==> src/rtl/opx_pkg.sv <==
package opx_pkg;
   localparam logic [3:0] OPC_BR  = 4'b0000;
   localparam logic [3:0] OPC_ADD = 4'b0001;
   localparam logic [3:0] OPC_AND = 4'b0101;
   localparam logic [3:0] OPC_NOT = 4'b1001;
   localparam logic [3:0] OPC_SHF = 4'b1101;

   localparam logic [2:0] FLAGS_RESET = 3'b010;

   typedef enum logic [2:0] {
      K_NONE, K_ADD, K_AND, K_NOT, K_SHF
   } op_kind_e;

   function automatic op_kind_e classify(input logic [3:0] opc);
      case (opc)
         OPC_ADD: return K_ADD;
         OPC_AND: return K_AND;
         OPC_NOT: return K_NOT;
         OPC_SHF: return K_SHF;
         default: return K_NONE;
      endcase
   endfunction
endpackage

==> src/rtl/opx_shifter.sv <==
module opx_shifter #(
   parameter int DATA_W       = 16,
   parameter int SHAMT_W      = 4,
   parameter bit SHIFT_STAGED = 1'b1
) (
   input  logic [DATA_W-1:0]  din,
   input  logic [SHAMT_W-1:0] amt,
   input  logic               right,
   input  logic               arith,
   output logic [DATA_W-1:0]  dout
);
   initial begin
      assert (DATA_W == (1 << SHAMT_W))
         else $error("opx_shifter: DATA_W must equal 2**SHAMT_W");
   end

   logic fill;
   assign fill = right & arith & din[DATA_W-1];

   generate
      if (SHIFT_STAGED) begin : g_staged
         logic [SHAMT_W:0][DATA_W-1:0] st;
         assign st[0] = din;
         for (genvar k = 0; k < SHAMT_W; k++) begin : g_stage
            localparam int S = 1 << k;
            logic [DATA_W-1:0] moved;
            assign moved = right ? {{S{fill}}, st[k][DATA_W-1:S]}
                                 : {st[k][DATA_W-1-S:0], {S{1'b0}}};
            assign st[k+1] = amt[k] ? moved : st[k];
         end
         assign dout = st[SHAMT_W];
      end else begin : g_direct
         logic [DATA_W-1:0] rs_l, rs_a, ls;
         assign ls   = din << amt;
         assign rs_l = din >> amt;
         assign rs_a = DATA_W'($signed(din) >>> amt);
         assign dout = right ? (arith ? rs_a : rs_l) : ls;
      end
   endgenerate
endmodule

==> src/rtl/opx_alu.sv <==
module opx_alu
   import opx_pkg::*;
#(
   parameter int DATA_W       = 16,
   parameter int SHAMT_W      = 4,
   parameter int IMM_W        = 5,
   parameter bit SHIFT_STAGED = 1'b1
) (
   input  logic [3:0]        opc,
   input  logic [5:0]        low,
   input  logic [DATA_W-1:0] a,
   input  logic [DATA_W-1:0] b,
   output logic [DATA_W-1:0] res,
   output logic              is_op
);
   localparam int EXT_W = DATA_W - IMM_W;

   initial begin
      assert (IMM_W < DATA_W && IMM_W <= 5)
         else $error("opx_alu: IMM_W out of range");
   end

   op_kind_e          kind;
   logic [DATA_W-1:0] imm_ext, op2, shf_out;

   assign kind    = classify(opc);
   assign is_op   = (kind != K_NONE);
   assign imm_ext = {{EXT_W{low[IMM_W-1]}}, low[IMM_W-1:0]};
   assign op2     = low[5] ? imm_ext : b;

   opx_shifter #(
      .DATA_W(DATA_W), .SHAMT_W(SHAMT_W), .SHIFT_STAGED(SHIFT_STAGED)
   ) u_shf (
      .din(a), .amt(low[SHAMT_W-1:0]), .right(low[4]), .arith(low[5]),
      .dout(shf_out)
   );

   always_comb begin
      case (kind)
         K_ADD:   res = a + op2;
         K_AND:   res = a & op2;
         K_NOT:   res = ~a;
         K_SHF:   res = shf_out;
         default: res = '0;
      endcase
   end
endmodule

==> src/rtl/opx_flag_reg.sv <==
module opx_flag_reg
   import opx_pkg::*;
#(
   parameter int DATA_W = 16
) (
   input  logic              clk,
   input  logic              rst_n,
   input  logic              set_en,
   input  logic [DATA_W-1:0] res,
   input  logic              load_en,
   input  logic [2:0]        load_val,
   output logic [2:0]        flags_q
);
   logic neg, zer;
   assign neg = res[DATA_W-1];
   assign zer = (res == '0);

   always_ff @(posedge clk) begin
      if (!rst_n)       flags_q <= FLAGS_RESET;
      else if (load_en) flags_q <= load_val;
      else if (set_en)  flags_q <= {neg, zer, ~neg & ~zer};
   end

   assert_set_onehot_R9: assert property (@(posedge clk) disable iff (!rst_n)
      set_en && !load_en |=> $countones(flags_q) == 1);
   assert_zero_tracks_R9: assert property (@(posedge clk) disable iff (!rst_n)
      set_en && !load_en |=> flags_q[1] == ($past(res) == '0));
   assert_hold_R10: assert property (@(posedge clk) disable iff (!rst_n)
      !set_en && !load_en |=> $stable(flags_q));
   assert_restore_R12: assert property (@(posedge clk) disable iff (!rst_n)
      load_en |=> flags_q == $past(load_val));
endmodule

==> src/rtl/opx_exec_unit.sv <==
module opx_exec_unit
   import opx_pkg::*;
#(
   parameter int DATA_W       = 16,
   parameter int SHAMT_W      = 4,
   parameter int IMM_W        = 5,
   parameter int IDX_W        = 3,
   parameter bit SHIFT_STAGED = 1'b1
) (
   input  logic              clk,
   input  logic              rst_n,
   input  logic [15:0]       instr,
   input  logic [DATA_W-1:0] opnd_a,
   input  logic [DATA_W-1:0] opnd_b,
   input  logic              step_en,
   input  logic              flag_load,
   input  logic [2:0]        flag_load_val,
   output logic [DATA_W-1:0] result,
   output logic [IDX_W-1:0]  dest_idx,
   output logic [IDX_W-1:0]  src_a_idx,
   output logic [IDX_W-1:0]  src_b_idx,
   output logic              rf_we,
   output logic [2:0]        flags_nzp,
   output logic              br_taken
);
   initial begin
      assert (IDX_W == 3) else $error("opx_exec_unit: IDX_W must be 3");
   end

   logic [3:0] opc;
   logic       is_op;

   assign opc       = instr[15:12];
   assign dest_idx  = instr[11:9];
   assign src_a_idx = instr[8:6];
   assign src_b_idx = instr[2:0];

   opx_alu #(
      .DATA_W(DATA_W), .SHAMT_W(SHAMT_W), .IMM_W(IMM_W),
      .SHIFT_STAGED(SHIFT_STAGED)
   ) u_alu (
      .opc(opc), .low(instr[5:0]), .a(opnd_a), .b(opnd_b),
      .res(result), .is_op(is_op)
   );

   assign rf_we = is_op & step_en;

   opx_flag_reg #(.DATA_W(DATA_W)) u_flags (
      .clk(clk), .rst_n(rst_n), .set_en(rf_we), .res(result),
      .load_en(flag_load), .load_val(flag_load_val), .flags_q(flags_nzp)
   );

   assign br_taken = (opc == OPC_BR) & |(instr[11:9] & flags_nzp);

   assert_branch_opcode_R13: assert property (@(posedge clk) disable iff (!rst_n)
      br_taken |-> opc == OPC_BR);
   assert_write_gated_R1: assert property (@(posedge clk) disable iff (!rst_n)
      rf_we |-> step_en);
endmodule

==> config.mk <==
export PLATFORM = sky130hd
export DESIGN_NAME = opx_exec_unit
export DESIGN_NICKNAME = d
export VERILOG_FILES = /design/src/rtl/opx_pkg.sv /design/src/rtl/opx_shifter.sv /design/src/rtl/opx_alu.sv /design/src/rtl/opx_flag_reg.sv /design/src/rtl/opx_exec_unit.sv
export SDC_FILE = /design/constraint.sdc
export NUM_CORES = 1
export LEC_CHECK = 0
export ABC_CLOCK_PERIOD_IN_PS = 3000
export BUFFER_PORTS_ARGS = -buffer_cell sky130_fd_sc_hd__buf_2
export CAP_MARGIN = 20
export CORE_MARGIN = 4
export CORE_UTILIZATION = 24
export CTS_CLUSTER_DIAMETER = 40
export DETAILED_ROUTE_END_ITERATION = 12
export SETUP_SLACK_MARGIN = 0.1
export SLEW_MARGIN = 20
export SYNTH_ARGS = -nofsm -noshare
export SYNTH_HDL_FRONTEND = slang
export SYNTH_HIERARCHICAL = 1
export SYNTH_SLANG_ARGS = --single-unit
==> constraint.sdc <==
create_clock -name clk -period 3 [get_ports clk]
set_input_delay 0.15 -clock clk [delete_from_list [all_inputs] [get_ports clk]]
set_output_delay 0.15 -clock clk [all_outputs]
set_load 0.02 [all_outputs]
==> run summary, run 1 <==
number of remaining DRC errors: 0
final hold vios: 0
placed cell area: 4490 um2
total gr overflow: 0
hpwl dp: 11400 um
hold depth: 2
Syn Nets: 577
Ys Warns: 6
sequential area share after synthesis: 1.73%
Post-synth ARST share: 0%
die footprint: 16400 um2
Port-buffer cells: 78
WP buf/inv: 2
critical path type: in -> reg
via count: 4515
Slew headroom: 61.8%
cell depth of the worst setup path: 12
Yosys reg bits: 3
Top delay family on crit path: compound AO/OA/AOI/OAI gates
TritonCTS clock tree: built
DR pass1 iterations: 5
status: completed
DRT iter0 DRCs: 523
deepest clock path buffer count: 2
max-cap violation count: 0
gr usage total: 16.7%
Tot Pwr: 1150 uW
setup ws final: 0.232 ns
Routed Antenna Nets: 0
Worst-Skew Late Latency: 0.22 ns
die width: 128 um
Synth top area share: 7.81%
Area growth, synth to finish: 35.2%
IO Pins: 85
Biggest register: u_flags/flags_q
syn_area_per_cell: 6.86 um2
layout cells sized above 1: 35.1%
largest net degree at the start of global routing: 44
Final Wtd Congestion: 0.967
initial antenna violation count: 0
CP peak stage delay: 0.37 ns
Leakage: 0.00213 uW
CP Capture Type: flop
Worst setup SP type: input pin
Final min period: 2.77 ns
Clock transition at path regs: 0.03 ns
Chip Height: 128 um
most frequent cells after synthesis: nor2_1, a21oi_1, nand2_1, o21ai_0
Core ar.: 14000 um2
nets: 688
clk sinks: 3
final slew viol count: 0
Most used DFF post-synth: dfxtp_1
Hold Crit Class: in -> reg
Setup WS pre-CTS: -0.0698 ns
Total Wirelength: 14600 um
synth unique cells: 81
Post-synth EDFFs: 0
Slew @ Worst Pin: 0.571 ns
Final Cell Area: 4680 um2
Pwr Density: 245 nW/um2
most frequent cell after synthesis: nor2_1
CTS Hold Buffers Added: 0
Initial Util: 24.7%
unrepaired setup endpoints after global routing: no
final setup fails: 0
placement row count: 43
Required @ worst endpoint: 3.11 ns
vias per cell: 5.68
Clock Tree Root: clkbuf_16
Worst Skew: 0 ns
max FFs per register: 3
Fin Setup TNS: 0 ns
largest registers: u_flags/flags_q: 3 flops
global-route wire length before repair: 22400 um
# diodes: 0
arrival time at the worst endpoint: 2.88 ns
TritonCTS buffer count: 3
crit share post-route: 92.3%
crit path cell chain: buf_4 > mux2_2 > ha_1 > and3_1 > a211oi_4 > buf_4 > xor2_1 > o21ai_0 > and3_1 > nor4_2 > and4_4 > o31a_2
fmax: 361 MHz
Max VDD drop: 0.0000793 V
WL per Instance: 18.3 um
top post-synthesis cells by area: mux2i_1, a21oi_1, ha_1
Slowest-stage cell, CP: a211oi_4
vias in the first global route: 3996
reg2reg path depth: 3
Mapped Cells: 505
CP Max Fanout: 8
fillers: 1501
cell taking the most area after synthesis: mux2i_1
Post-Syn Area: 3460 um2
H-tree Lvls: 1
==> through the flow <==
step,utilization [%],cells,hold WS [ns]
2_1_floorplan,-,505,0.251
3_3_place_gp,32.1,789,0.300
3_5_place_dp,32.1,789,0.300
4_1_cts,32.7,793,0.170
5_1_grt,33.5,795,0.185
6_report,33.5,795,0.179
==> final cells by class <==
cell class                 count  area (um2)  area share, %
clock buffer                   4        78.8           1.68
inverter                      29         109           2.33
multi-input combinational    423        3170           67.8
sequential                     3        60.1           1.28
tap                          180         225           4.81
timing repair buffer         156        1030           22.1
==> final timing paths <==
| path | from | end | slack [ns] |
|---|---|---|---|
| hold reg to reg | u_flags/flags_q[2] | u_flags/flags_q[2] | 0.70 |
| hold / removal | rst_n | u_flags/flags_q[2] | 0.18 |
| setup / recovery | instr[5] | u_flags/flags_q[1] | 0.23 |
| setup reg to reg | u_flags/flags_q[1] | u_flags/flags_q[1] | 2.17 |
==> repair_timing <==
action,4_1_cts,5_1_grt
resized for setup,0,23
buffers inserted,0,2
setup endpoints to repair,0,6
==> where the power goes <==
part	switching [uW]	internal, uW
registers	2.06	43.0
clock network	38.1	176
logic	501	386
==> cells in the final DEF (no fill, tap or decap), drive strengths merged, types with 4 or more instances in the layout <==
| cell | synthesis | routed |
|---|---|---|
| and2 | 5 | 5 |
| mux4 | 7 | 7 |
| a21oi | 45 | 45 |
| xor2 | 5 | 5 |
| a211o | 4 | 4 |
| nand3 | 9 | 9 |
| clkbuf | 16 | 4 |
| nor4 | 5 | 5 |
| nand2b | 12 | 12 |
| a221oi | 4 | 4 |
| o211ai | 6 | 6 |
| o2111ai | 4 | 4 |
| xnor2 | 4 | 4 |
| o21a | 6 | 6 |
| inv | 28 | 28 |
| nor2 | 49 | 49 |
| a22oi | 6 | 6 |
| mux2 | 6 | 6 |
| and3 | 6 | 6 |
| buf | 34 | 156 |
| a21o | 12 | 12 |
| nor3 | 11 | 11 |
| o22ai | 4 | 4 |
| o32ai | 4 | 4 |
| nor2b | 8 | 8 |
| nand2 | 35 | 35 |
| ha | 16 | 16 |
| mux2i | 27 | 27 |
| a211oi | 29 | 29 |
| o21ai | 36 | 36 |
| a31oi | 7 | 7 |
==> cells by family (layout without fill, tap and decap cells) <==
kind of cell               after synthesis  count (layout)  synth area share [%]
DFF                                      3               3                  1.73
buffers and inverters                   79             189                  11.9
and+or+nand+nor                        159             159                  22.7
AOI/OAI and AO/OA                      198             198                  40.4
xor gates and xnor gates                 9               9                  2.28
adders and majority gates               17              17                  6.36
muxes                                   40              40                  14.6
==> layer usage <==
layer / part of all wire (%) / vias to the layer above / track usage, % / routed length [um]
li1: - / 2137 / - / -
met1: 44 / 2075 / 23.6 / 6380
met3: 7.8 / 43 / 1.67 / 1140
met2: 45 / 260 / 26.2 / 6560
met5: 0 / - / 0 / 0
met4: 3.4 / 0 / 5.87 / 492
Power figures use the tool's default switching activity.
==> run 2, diff against run 1 <==
--- a/config.mk
+++ b/config.mk
@@ -5,11 +5,12 @@
 export SDC_FILE = /design/constraint.sdc
 export NUM_CORES = 1
 export LEC_CHECK = 0
+export ABC_AREA = 1
 export ABC_CLOCK_PERIOD_IN_PS = 3000
 export BUFFER_PORTS_ARGS = -buffer_cell sky130_fd_sc_hd__buf_2
 export CAP_MARGIN = 20
 export CORE_MARGIN = 4
-export CORE_UTILIZATION = 24
+export CORE_UTILIZATION = 27
 export CTS_CLUSTER_DIAMETER = 40
 export DETAILED_ROUTE_END_ITERATION = 12
 export SETUP_SLACK_MARGIN = 0.1
==> run summary, run 2 <==
sequential area share after synthesis: 1.93% (+0.20 points)
TritonCTS buffer count: 3 (unchanged)
fmax: 397 MHz (+10%)
gr usage total: 17.2% (+0.49 points)
cell taking the most area after synthesis: nand2_1
syn_area_per_cell: 4.96 um2 (-28%)
status: completed
top post-synthesis cells by area: nand2_1, nand3_1, inv_1
max-cap violation count: 0 (unchanged)
hpwl dp: 9530 um (-16%)
hold depth: 3 (+1)
Most used DFF post-synth: dfxtp_1
via count: 4171 (-7.6%)
Routed Antenna Nets: 0 (unchanged)
vias per cell: 5.06 (-11%)
Final min period: 2.52 ns (-0.251 ns)
Setup Buffers After CTS: 0 (unchanged)
Tot Pwr: 893 uW (-22%)
Leakage: 0.00210 uW (-1.2%)
final slew viol count: 0 (unchanged)
post_cts resized: 0 (unchanged)
initial antenna violation count: 0 (unchanged)
Post-Syn Area: 3110 um2 (-10%)
die footprint: 13300 um2 (-19%)
Biggest register: u_flags/flags_q
Ys Warns: 6 (unchanged)
total gr overflow: 0 (unchanged)
Max VDD drop: 0.000312 V (+290%)
Hold Crit Class: in -> reg
largest family of logic cells by synthesized area: simple AND/OR/NAND/NOR gates
arrival time at the worst endpoint: 2.62 ns (-0.26 ns)
most frequent cells after synthesis: nand2_1, nand3_1, inv_1, nor2_1
Worst-Skew Late Latency: 0.22 ns (about the same)
placement row count: 38 (-12%)
Yosys reg bits: 3 (unchanged)
most frequent cell after synthesis: nand2_1
critical path type: in -> reg
Post-Synth Simple-Gate Area: 61.5% (+39 points)
Slew headroom: 52.6% (-9.2 points)
max FFs per register: 3 (unchanged)
fillers: 1281 (-15%)
Syn Nets: 699 (+21%)
Worst Skew: 0 ns (unchanged)
Port-buffer cells: 78 (unchanged)
deepest clock path buffer count: 2 (unchanged)
IO Pins: 85 (unchanged)
nets: 758 (+10%)
unrepaired setup endpoints after global routing: no
CP Capture Type: flop
final hold vios: 0 (unchanged)
Worst setup SP type: input pin
# diodes: 0 (unchanged)
Reg2Reg Setup Slack: 2.25 ns (+0.08 ns)
largest registers: u_flags/flags_q: 3 flops
Fin Setup TNS: 0 ns (unchanged)
leading cell type in the layout, fill and taps excluded: nand2_1
WL per Instance: 13.9 um (-24%)
Post-synth ARST share: 0% (unchanged)
Area growth, synth to finish: 15.9%
CTS Hold Buffers Added: 0 (unchanged)
Core ar.: 11100 um2 (-21%)
global-route wire length before repair: 18700 um (-16%)
DR pass1 iterations: 5 (unchanged)
Clock transition at path regs: 0.03 ns (about the same)
Slew @ Worst Pin: 0.708 ns (+0.137 ns)
Clock Tree Root: clkbuf_16
clk sinks: 3 (unchanged)
vias in the first global route: 3867 (-3.2%)
Total Wirelength: 11500 um (-21%)
crit share post-route: 83.9% (-8.4 points)
Initial Util: 28.1% (+3.3 points)
TritonCTS clock tree: built
Required @ worst endpoint: 3.10 ns (about the same)
largest net degree at the start of global routing: 25 (-43%)
number of remaining DRC errors: 0 (unchanged)
layout cells sized above 1: 19.7% (-15 points)
Synth top area share: 30.0% (+22 points)
final setup fails: 0 (unchanged)
Synth Area in Adders: 7.08% (+0.72 points)
synth unique cells: 39 (-52%)
DRT iter0 DRCs: 376 (-28%)
mux contribution to synthesized area: 1.09% (-14 points)
Post-synth EDFFs: 0 (unchanged)
H-tree Lvls: 1 (unchanged)
Chip Height: 115 um (-10%)
most frequent cells in the layout: nand2_1, nand3_1, buf_2
reg2reg path depth: 2 (-1)
Pwr Density: 248 nW/um2 (+1.1%)
post-synthesis xor/xnor area fraction: 0% (-2.3 points)
die width: 115 um (-10%)
Final Wtd Congestion: 0.926 (-4.2%)
Mapped Cells: 627 (+24%)
Compound-Gate Fraction of Synth Area: 12.5% (-28 points)
CP Max Fanout: 19 (+11)
[run 2: logic make-up (layout without fill, tap and decap cells)]
family / count (synthesis) / in the layout
AOI/OAI and AO/OA: 56 / 56
adders and majority gates: 17 / 17
buffers and inverters: 109 / 167
DFF: 3 / 3
and+or+nand+nor: 439 / 439
muxes: 3 / 3
[run 2: critical path: stages]
cell       delay (ns)
buf_2            0.31
mux2_2           0.39
ha_1             0.23
inv_1            0.08
fa_1             0.16
inv_1            0.07
nand3_1          0.07
nand3_1          0.17
or2_1            0.26
nand3_1          0.06
o2111ai_1        0.13
nor2_1           0.11
nand2_1          0.09
nor2_2           0.11
nand2_1          0.09
nand2_1          0.08
a21oi_2          0.05
[run 2: layer usage]
layer  track usage (%)  part of all wire, %  up-vias
met4              4.77                  2.2        0
met3              2.26                  6.8       16
li1                  -                    -     2154
met2              28.5                   45      156
met5                 0                    0        -
met1              23.2                   46     1845
[run 2: stage by stage]
| stage | cell area [um2] | worst slack, ns | std cells | hold WS [ns] | utilization [%] |
|---|---|---|---|---|---|
| final | 3610 | 0.483 | 825 | 0.159 | 32.6 |
| after global routing | 3610 | 0.210 | 825 | 0.179 | 32.6 |
| after CTS | 3610 | 0.495 | 825 | 0.151 | 32.6 |
| after detailed placement | 3530 | 0.266 | 821 | 0.300 | 31.9 |
| after global placement | 3530 | 0.298 | 821 | 0.300 | 31.9 |
| after floorplan | 3110 | 0.193 | 627 | 0.248 | - |
[run 2: area by class of cell]
cell class / instances / area (um2) / area share [%]
multi-input cells: 515 / 2560 / 70.9
well taps: 140 / 175 / 4.86
inverters: 78 / 293 / 8.12
repair buffers: 85 / 443 / 12.3
flip-flops and latches: 3 / 60.1 / 1.66
clock buffers: 4 / 78.8 / 2.19
[run 2: path summary, 6_finish.rpt]
check | from | endpoint
hold / removal | rst_n | u_flags/flags_q[2]
hold reg to reg | u_flags/flags_q[1] | u_flags/flags_q[1]
setup reg to reg | u_flags/flags_q[0] | u_flags/flags_q[0]
setup / recovery | instr[5] | u_flags/flags_q[0]
[run 2: power by group]
part | switching (uW) | internal (uW) | leakage (uW)
sequential | 2.05 | 43.0 | 0.0000249
combinational | 419 | 220 | 0.00204
clock | 33.4 | 175 | 0.0000382
total | 455 | 438 | 0.00210
